===== config.mk =====
export PLATFORM = sky130hd
export DESIGN_NAME = mmu_fault_capture
export DESIGN_NICKNAME = d
export VERILOG_FILES = /design/src/rtl/mmu_fault_capture.sv
export SDC_FILE = /design/constraint.sdc
export NUM_CORES = 1
export LEC_CHECK = 0
export BUFFER_PORTS_ARGS = -buffer_cell sky130_fd_sc_hd__buf_2
export CELL_PAD_IN_SITES_DETAIL_PLACEMENT = 1
export CELL_PAD_IN_SITES_GLOBAL_PLACEMENT = 1
export CORE_AREA = 2 2 202 204
export DETAILED_ROUTE_END_ITERATION = 16
export DIE_AREA = 0 0 204 206
export PLACE_DENSITY = 0.64
export SYNTH_ARGS = -nofsm -noshare
export SYNTH_HDL_FRONTEND = slang
export SYNTH_SLANG_ARGS = --single-unit

===== constraint.sdc =====
create_clock -name clk -period 0.94 [get_ports clk]
set_input_delay 0.094 -clock clk [delete_from_list [all_inputs] [get_ports clk]]
set_output_delay 0.094 -clock clk [all_outputs]
set_load 0.03 [all_outputs]

===== src/rtl/mmu_fault_capture.sv =====
module mmu_fault_capture #(
  parameter int VA_W       = 43,
  parameter int PAGE_SHIFT = 13,
  parameter int REG_W      = 64,
  parameter int OPC_W      = 6,
  parameter int RA_W       = 5,
  parameter int FLAG_W     = 6
) (
  input  logic                             clk,
  input  logic                             rst_n,
  input  logic                             d_fault_valid,
  input  logic [VA_W-1:0]                  d_va,
  input  logic [OPC_W+RA_W-1:0]            d_insn_hi,
  input  logic [FLAG_W-1:0]                d_flags,
  input  logic                             d_pte_load,
  input  logic                             d_no_fault,
  input  logic                             d_misspec,
  input  logic                             i_fault_valid,
  input  logic [VA_W-1:0]                  i_pc,
  input  logic                             i_misspec,
  input  logic [REG_W-1:0]                 d_ptbase,
  input  logic [REG_W-1:0]                 i_ptbase,
  output logic [REG_W-1:0]                 va_q,
  output logic [OPC_W+RA_W+FLAG_W-1:0]     mmstat_q,
  output logic [REG_W-1:0]                 vaform_q,
  output logic [REG_W-1:0]                 itag_q,
  output logic [REG_W-1:0]                 ivaform_q,
  output logic                             trap_valid,
  output logic                             trap_is_insn
);

  localparam int VPN_W    = VA_W - PAGE_SHIFT;
  localparam int FORM_SH  = 3;
  localparam int VA_PAD   = REG_W - VA_W;
  localparam int VPN_PAD  = REG_W - VPN_W - FORM_SH;

  logic d_cap, i_cap, d_pend;
  logic [REG_W-1:0] d_va_ext, i_pc_ext, d_vpn_form, i_vpn_form;

  assign d_cap = d_fault_valid & ~d_misspec & ~d_pte_load & ~d_no_fault;
  assign i_cap = i_fault_valid & ~i_misspec;

  assign d_va_ext   = {{VA_PAD{1'b0}}, d_va};
  assign i_pc_ext   = {{VA_PAD{1'b0}}, i_pc};
  assign d_vpn_form = {{VPN_PAD{1'b0}}, d_va[VA_W-1:PAGE_SHIFT], {FORM_SH{1'b0}}};
  assign i_vpn_form = {{VPN_PAD{1'b0}}, i_pc[VA_W-1:PAGE_SHIFT], {FORM_SH{1'b0}}};

  always_ff @(posedge clk or negedge rst_n) begin
    if (!rst_n) begin
      va_q     <= '0;
      mmstat_q <= '0;
      vaform_q <= '0;
    end else if (d_cap) begin
      va_q     <= d_va_ext;
      mmstat_q <= {d_insn_hi, d_flags};
      vaform_q <= d_ptbase | d_vpn_form;
    end
  end

  always_ff @(posedge clk or negedge rst_n) begin
    if (!rst_n) begin
      itag_q    <= '0;
      ivaform_q <= '0;
    end else if (i_cap) begin
      itag_q    <= i_pc_ext;
      ivaform_q <= i_ptbase | i_vpn_form;
    end
  end

  always_ff @(posedge clk or negedge rst_n) begin
    if (!rst_n) begin
      trap_valid   <= 1'b0;
      trap_is_insn <= 1'b0;
      d_pend       <= 1'b0;
    end else begin
      trap_valid   <= i_fault_valid | d_fault_valid | d_pend;
      trap_is_insn <= i_fault_valid;
      d_pend       <= i_fault_valid & d_fault_valid;
    end
  end

  assert_reset_quiet_R1: assert property (@(posedge clk)
    $rose(rst_n) |-> !trap_valid && va_q == '0 && itag_q == '0);

  assert_data_hold_R2: assert property (@(posedge clk) disable iff (!rst_n)
    (!d_fault_valid || d_misspec || d_pte_load || d_no_fault)
      |=> $stable(va_q) && $stable(mmstat_q) && $stable(vaform_q));

  assert_va_capture_R3: assert property (@(posedge clk) disable iff (!rst_n)
    d_cap |=> va_q == $past(d_va_ext));

  assert_mmstat_flags_R4: assert property (@(posedge clk) disable iff (!rst_n)
    d_cap |=> mmstat_q[FLAG_W-1:0] == $past(d_flags));

  assert_vaform_R5: assert property (@(posedge clk) disable iff (!rst_n)
    d_cap |=> vaform_q == ($past(d_ptbase) | $past(d_vpn_form)));

  assert_insn_hold_R6: assert property (@(posedge clk) disable iff (!rst_n)
    (!i_fault_valid || i_misspec) |=> $stable(itag_q) && $stable(ivaform_q));

  assert_forward_R7: assert property (@(posedge clk) disable iff (!rst_n)
    (d_fault_valid || i_fault_valid) |=> trap_valid);

  assert_insn_first_R8: assert property (@(posedge clk) disable iff (!rst_n)
    (d_fault_valid && i_fault_valid) |=> trap_is_insn ##1 (trap_valid && !trap_is_insn));

  assert_tag_with_trap_R9: assert property (@(posedge clk) disable iff (!rst_n)
    i_cap |=> trap_valid && trap_is_insn && itag_q == $past(i_pc_ext));

endmodule


==> results of run 1 <==
-- sequential cells by signal, summed over array words and instances (netlist names) --
name	count
trap_valid	1
itag_q	43
ivaform_q	64
mmstat_q	17
trap_is_insn	1
vaform_q	64
va_q	43
d_pend	1
-- worst min path at each step --
stage / from / endpoint / slack (ns) / depth (start not counted)
2_1_floorplan: rst_n / d_pend / -0.20 / 0
3_3_place_gp: rst_n / itag_q[37] / 0.04 / 1
3_5_place_dp: rst_n / itag_q[37] / 0.03 / 1
4_1_cts: rst_n / itag_q[37] / 0.05 / 2
5_1_grt: rst_n / itag_q[37] / 0.06 / 2
6_report: rst_n / itag_q[37] / 0.06 / 2
-- metrics by stage --
step                 util  std cells
global route        0.455       2078
global placement    0.320       1700
detailed placement  0.320       1700
floorplan               -        698
CTS                 0.442       2022
finish              0.455       2078
-- final cells by class --
cell class | count | area [µm²]
fillers | 4270 | 21900
flip-flops and latches | 234 | 5860
multi-input cells | 337 | 3120
inverters | 60 | 225
clock buffers | 36 | 739
repair buffers | 873 | 7630
clock inverters | 6 | 30.0
well taps | 532 | 666
-- power by group through the flow --
stage / combinational [mW] / clock (mW) / sequential [mW]
2_1_floorplan: 2.30 / 0 / 16.5
3_5_place_dp: 9.27 / 0 / 13.0
3_3_place_gp: 9.15 / 0 / 12.9
6_report: 13.6 / 9.71 / 13.4
4_1_cts: 12.6 / 9.80 / 13.2
5_1_grt: 14.3 / 10.4 / 13.6
-- timing repair --
action / CTS / global route
endpoints found under the hold margin: 468 / 0
resized for setup: 466 / 20
buffers inserted: 45 / 59
hold buffers: 235 / 0
setup endpoints to repair: 233 / 243
cloned: 0 / 0
-- cells by family after synthesis --
| group | after synthesis | synth area share |
|---|---|---|
| flip-flops | 234 | 0.627 |
| buffers and inverters | 127 | 0.0729 |
| multiplexers | 231 | 0.271 |
| other | 1 | 0.000402 |
| AND/OR/NAND/NOR | 64 | 0.0287 |
-- metal layers --
layer | wire length, µm | GRT usage | vias to the layer above | part of all wire
met5 | 0 | 0 | - | 0
met4 | 1970 | 0.0867 | 0 | 0.049
met3 | 2170 | 0.0334 | 116 | 0.053
met2 | 22100 | 0.350 | 336 | 0.55
met1 | 14300 | 0.189 | 4195 | 0.35
li1 | - | - | 3834 | -
-- Yosys cell counts, drive strengths merged --
cell and number:
and2 1, buf 67, conb 1, dfrtp 234, inv 60, mux2 171, mux2i 60, nor2 60
nor2b 1, nor4b 1, or3 1
==> key figures, run 1 <==
Clock network
  • Clock net sink count: 234
  • Clock Tree Buf Depth: 3
  • H-Tree Depth: 1
  • Root Driver: clkbuf_16
  • Total CTS buffers: 27
  • TritonCTS clock tree: built
  • Clock transition at path regs: 0.07 ns
  • Insertion delay to the later sink of the worst-skew pair: 0.53 ns

Routing
  • Remaining DRCs: 0
  • DR WL/cell: 19.5 µm
  • Vias per cell: 4.08
  • Via count: 8,481
  • Post-route ant nets: 0
  • Initial drt markers: 217
  • Routed WL: 40.5 mm
  • Pre-Repair DR Iteration Count: 4

Setup path
  • R2R Setup Slk: -0.11 ns
  • Nature of the critical path endpoint: output pin
  • RR Endpoint: ivaform_q[40]
  • CP peak stage delay: 0.44 ns
  • Top delay family on crit path: flip-flops
  • Crit path DAT: 1.14 ns
  • Critical Path End: ivaform_q[33]
  • Worst r2r src: ivaform_q[40]
  • Instance count on the critical path: 1
  • Startpoint Class: flip-flop
  • Worst r2r path cells: 3
  • Slowest cell on the critical path: dfrtp_1
  • Worst Path Buf+Inv: 1
  • Worst path required time: 0.85 ns
  • Crit path from: ivaform_q[33]
  • Critical-path maximum fanout: 2
  • Kind of critical path: flip-flop to output pin
  • Worst-path cell chain: buf_6

Pwr
  • Total power: 36.7 mW
  • LEAKAGE: 8.98 nW
  • Net switching power: 12.6 mW
  • Switch share: 0.344
  • Clk pwr share: 0.264
  • Combinational share of power: 0.371
  • Internal power: 24.1 mW
  • Part of the power in registers: 0.364
  • Peak VDD IR: 1.24 mV
  • PwrDens: 2010 nW/µm²

Logic synthesis
  • Yosys cell types: 13
  • Leading area contributor after synthesis: dfrtp_1
  • Mapped Cells: 657
  • Number of synthesis warnings: 0
  • Top post-synthesis cells by area: dfrtp_1 (63%), mux2_2 (17%), mux2i_1 (6.4%)
  • Syn Std Cell Area: 9330 µm²
  • Seq/Total Area, Yosys: 0.627
  • Area share of the largest cell type after synthesis: 0.627
  • Seq cells post-synth: 234
  • Syn avg cell area: 14.2 µm²

Flow run
  • Max_cap viols: 0

STA
  • Hold WS: 0.0602 ns
  • Final TNS setup: -55.62 ns
  • Crit share post-route: 1.32
  • Hold Fails Final Rpt: 0
  • Clock Skew: 0.00123 ns
  • Fmax achieved: 808 MHz
  • Crit path time final: 1.24 ns
  • Slew Viols, Final: 0
  • Final worst slack: -0.297 ns
  • Setup violators final: 249
  • RSZ-0062 raised after global routing: true

Place
  • Hpwl dp: 22.5 mm
  • Port Buffer Count: 471
  • Routability cong.: 0.799
  • Placed instance area: 12,900 µm²
  • Dpl ws: -0.492 ns

Global route
  • Initial antenna violation count: 0
  • First-pass GRT wire length: 59.0 mm
  • Global Route Usage Sum: 0.182
  • Largest net degree at the start of global routing: 42
  • Vias in the first global route: 10.1k
  • Global route overflow: 0

Die
  • Die W: 204 µm
  • Die Ht: 206 µm
  • Die Area: 42,000 µm²
  • Row count: 74
  • CORE AREA: 40,200 µm²
  • Starting Density: 0.232
  • # IOs: 514

Final layout
  • Commonest cells after routing, fill and taps aside: buf_6 (246), buf_2 (237), dlygate4sd3_1 (235), dfrtp_1 (233), buf_4 (142)
  • ANT cells: 0
  • Fraction of layout cells with a size suffix above 1: 0.532
  • Most common cell after layout, fill and taps aside: buf_6
  • P&R area growth vs syn: 95.7%
  • Final Cell Area: 18,300 µm²
  • Final #Nets: 1,772

Outcome
  • Failing checks: negative setup slack
  • Status: finished with violations

Min path
  • Type of the most critical hold path: input port to asynchronous set/reset pin
No activity file was read; power rests on OpenSTA's default activity.
==> run 2: changes to the inputs <==
--- a/config.mk
+++ b/config.mk
@@ -12,6 +12,7 @@
 export DETAILED_ROUTE_END_ITERATION = 16
 export DIE_AREA = 0 0 204 206
 export PLACE_DENSITY = 0.64
+export REMOVE_ABC_BUFFERS = 1
 export SYNTH_ARGS = -nofsm -noshare
 export SYNTH_HDL_FRONTEND = slang
 export SYNTH_SLANG_ARGS = --single-unit
==> run 2 against run 1 <==
Compared with the run above:
- the run ends with negative hold slack, negative setup slack left
- non-clock buffer count fell by 6
- flip-flop and latch count did not move
- core utilization rose by 1.3 points
- worst hold slack got worse by 0.080 ns
- register-to-register slack improved by 0.02 ns
- worst setup slack got worse by 0.0046 ns
- critical path depth did not move
==> key figures, run 2 (same netlist as run 1, synthesis figures left out) <==
STA
  • Crit path time final: 1.24 ns
  • Slew Viols, Final: 0
  • Final worst slack: -0.302 ns
  • Hold WS: -0.0201 ns
  • Setup violators final: 241
  • RSZ-0062 raised after global routing: true
  • Clock Skew: 0.000107 ns
  • Crit share post-route: 1.32
  • Fmax achieved: 805 MHz
  • Hold Fails Final Rpt: 4
  • Final TNS setup: -55.13 ns

Clock network
  • Clock transition at path regs: 0.06 ns
  • TritonCTS clock tree: built
  • Clock net sink count: 234
  • H-Tree Depth: 1
  • Total CTS buffers: 27
  • Insertion delay to the later sink of the worst-skew pair: 0.53 ns
  • Clock Tree Buf Depth: 3
  • Root Driver: clkbuf_16

Routing
  • Remaining DRCs: 0
  • Via count: 8,628
  • Vias per cell: 4.14
  • DR WL/cell: 21.0 µm
  • Pre-Repair DR Iteration Count: 4
  • Initial drt markers: 207
  • Routed WL: 43.7 mm
  • Post-route ant nets: 0

Final layout
  • Multi-input logic area: 3230 µm²
  • Fraction of layout cells with a size suffix above 1: 0.544
  • Commonest cells after routing, fill and taps aside: buf_6 (252), buf_2 (235), dfrtp_1 (234), dlygate4sd3_1 (234), buf_4 (113)
  • FF+latch area: 5860 µm²
  • P&R area growth vs syn: 101%
  • Final #Nets: 1,766
  • Largest registers: ivaform_q x64, vaform_q x64
  • FILL cells: 4,228
  • Most common cell after layout, fill and taps aside: buf_6

Outcome
  • Status: finished with violations
  • Failing checks: negative hold slack, negative setup slack

Die
  • Die Area: 42,000 µm²
  • Row count: 74
  • Die W: 204 µm
  • Die Ht: 206 µm
  • Starting Density: 0.232
  • CORE AREA: 40,200 µm²
  • # IOs: 514

Min path
  • Type of the most critical hold path: input port to asynchronous set/reset pin

Setup path
  • Critical-path maximum fanout: 2
  • Kind of critical path: flip-flop to output pin
  • Worst Path Buf+Inv: 1
  • Crit path DAT: 1.15 ns
  • Nature of the critical path endpoint: output pin
  • Slowest cell on the critical path: dfrtp_1
  • Worst-path cell chain: buf_6
  • CP peak stage delay: 0.43 ns
  • Top delay family on crit path: flip-flops
  • Worst path required time: 0.85 ns
  • Startpoint Class: flip-flop

Global route
  • First-pass GRT wire length: 57.6 mm
  • Largest net degree at the start of global routing: 38
  • Initial antenna violation count: 5
  • Global route overflow: 0
  • Vias in the first global route: 9,820
  • Global Route Usage Sum: 0.179

Place
  • Routability cong.: 0.786
  • Port Buffer Count: 471
  • Hpwl dp: 22.6 mm

Pwr
  • PwrDens: 2040 nW/µm²
  • Peak VDD IR: 1.20 mV
  • Total power: 38.4 mW
  • LEAKAGE: 9.17 nW

Flow run
  • Max_cap viols: 0
[run 2: path summary, 6_finish.rpt]
| kind | depth (start not counted) | slack, ns | to | from |
|---|---|---|---|---|
| setup / recovery | 1 | -0.30 | vaform_q[58] | vaform_q[58] |
| hold / removal | 2 | -0.02 | va_q[1] | rst_n |
| setup reg to reg | 3 | -0.09 | va_q[19] | va_q[19] |
| hold reg to reg | 1 | 0.45 | trap_valid | d_pend |
| max in group asynchronous | 4 | 0.37 | ivaform_q[20] | rst_n |
| min in group clk | 4 | 0.15 | itag_q[11] | i_misspec |
[run 2: repair_timing]
action / 4_1_cts / 5_1_grt
resized for setup: 469 / 106
pin swaps: 1 / 1
endpoints found under the hold margin: 468 / 0
setup endpoints to repair: 235 / 338
hold buffers: 235 / 0
setup buffers: 26 / 74
gates cloned: 1 / 11
[run 2: power breakdown]
| group | total, mW | leakage (nW) | switching (mW) | internal, mW |
|---|---|---|---|---|
| Clock | 10.9 | 0.439 | 4.35 | 6.52 |
| Sequential | 13.4 | 2.68 | 1.56 | 11.9 |
| Combinational | 14.1 | 6.05 | 7.00 | 7.05 |
[run 2: metal layers]
metal / routed length [µm] / GRT usage / part of all wire / vias up
met5: 0 / 0 / 0 / -
met4: 2030 / 0.0890 / 0.046 / 0
met3: 2060 / 0.0345 / 0.047 / 118
met2: 24100 / 0.340 / 0.55 / 333
met1: 15600 / 0.189 / 0.36 / 4351
li1: - / - / - / 3826
[run 2: area by class of cell]
cell class / count / area share
inverter: 60 / 0.0120
clock inverter: 4 / 0.00386
multi-input combinational: 337 / 0.172
timing repair buffer: 867 / 0.420
antenna: 6 / 0.000799
tap: 532 / 0.0354
sequential: 234 / 0.312
clock buffer: 44 / 0.0441
[run 2: per-stage QoR]
stage / utilization / setup slack, ns / cells / instance area, µm²
after floorplan: - / -5.31 / 631 / 9030
after global placement: 0.315 / -0.555 / 1688 / 12700
after detailed placement: 0.315 / -0.570 / 1688 / 12700
after CTS: 0.438 / -0.334 / 1998 / 17600
after global routing: 0.468 / -0.331 / 2083 / 18800
final: 0.468 / -0.302 / 2084 / 18800
[run 2: worst register-to-register path, stage by stage (launching register included)]
cell     delay, ns
dfrtp_1       0.42
buf_6         0.14
buf_6         0.10
mux2_4        0.26
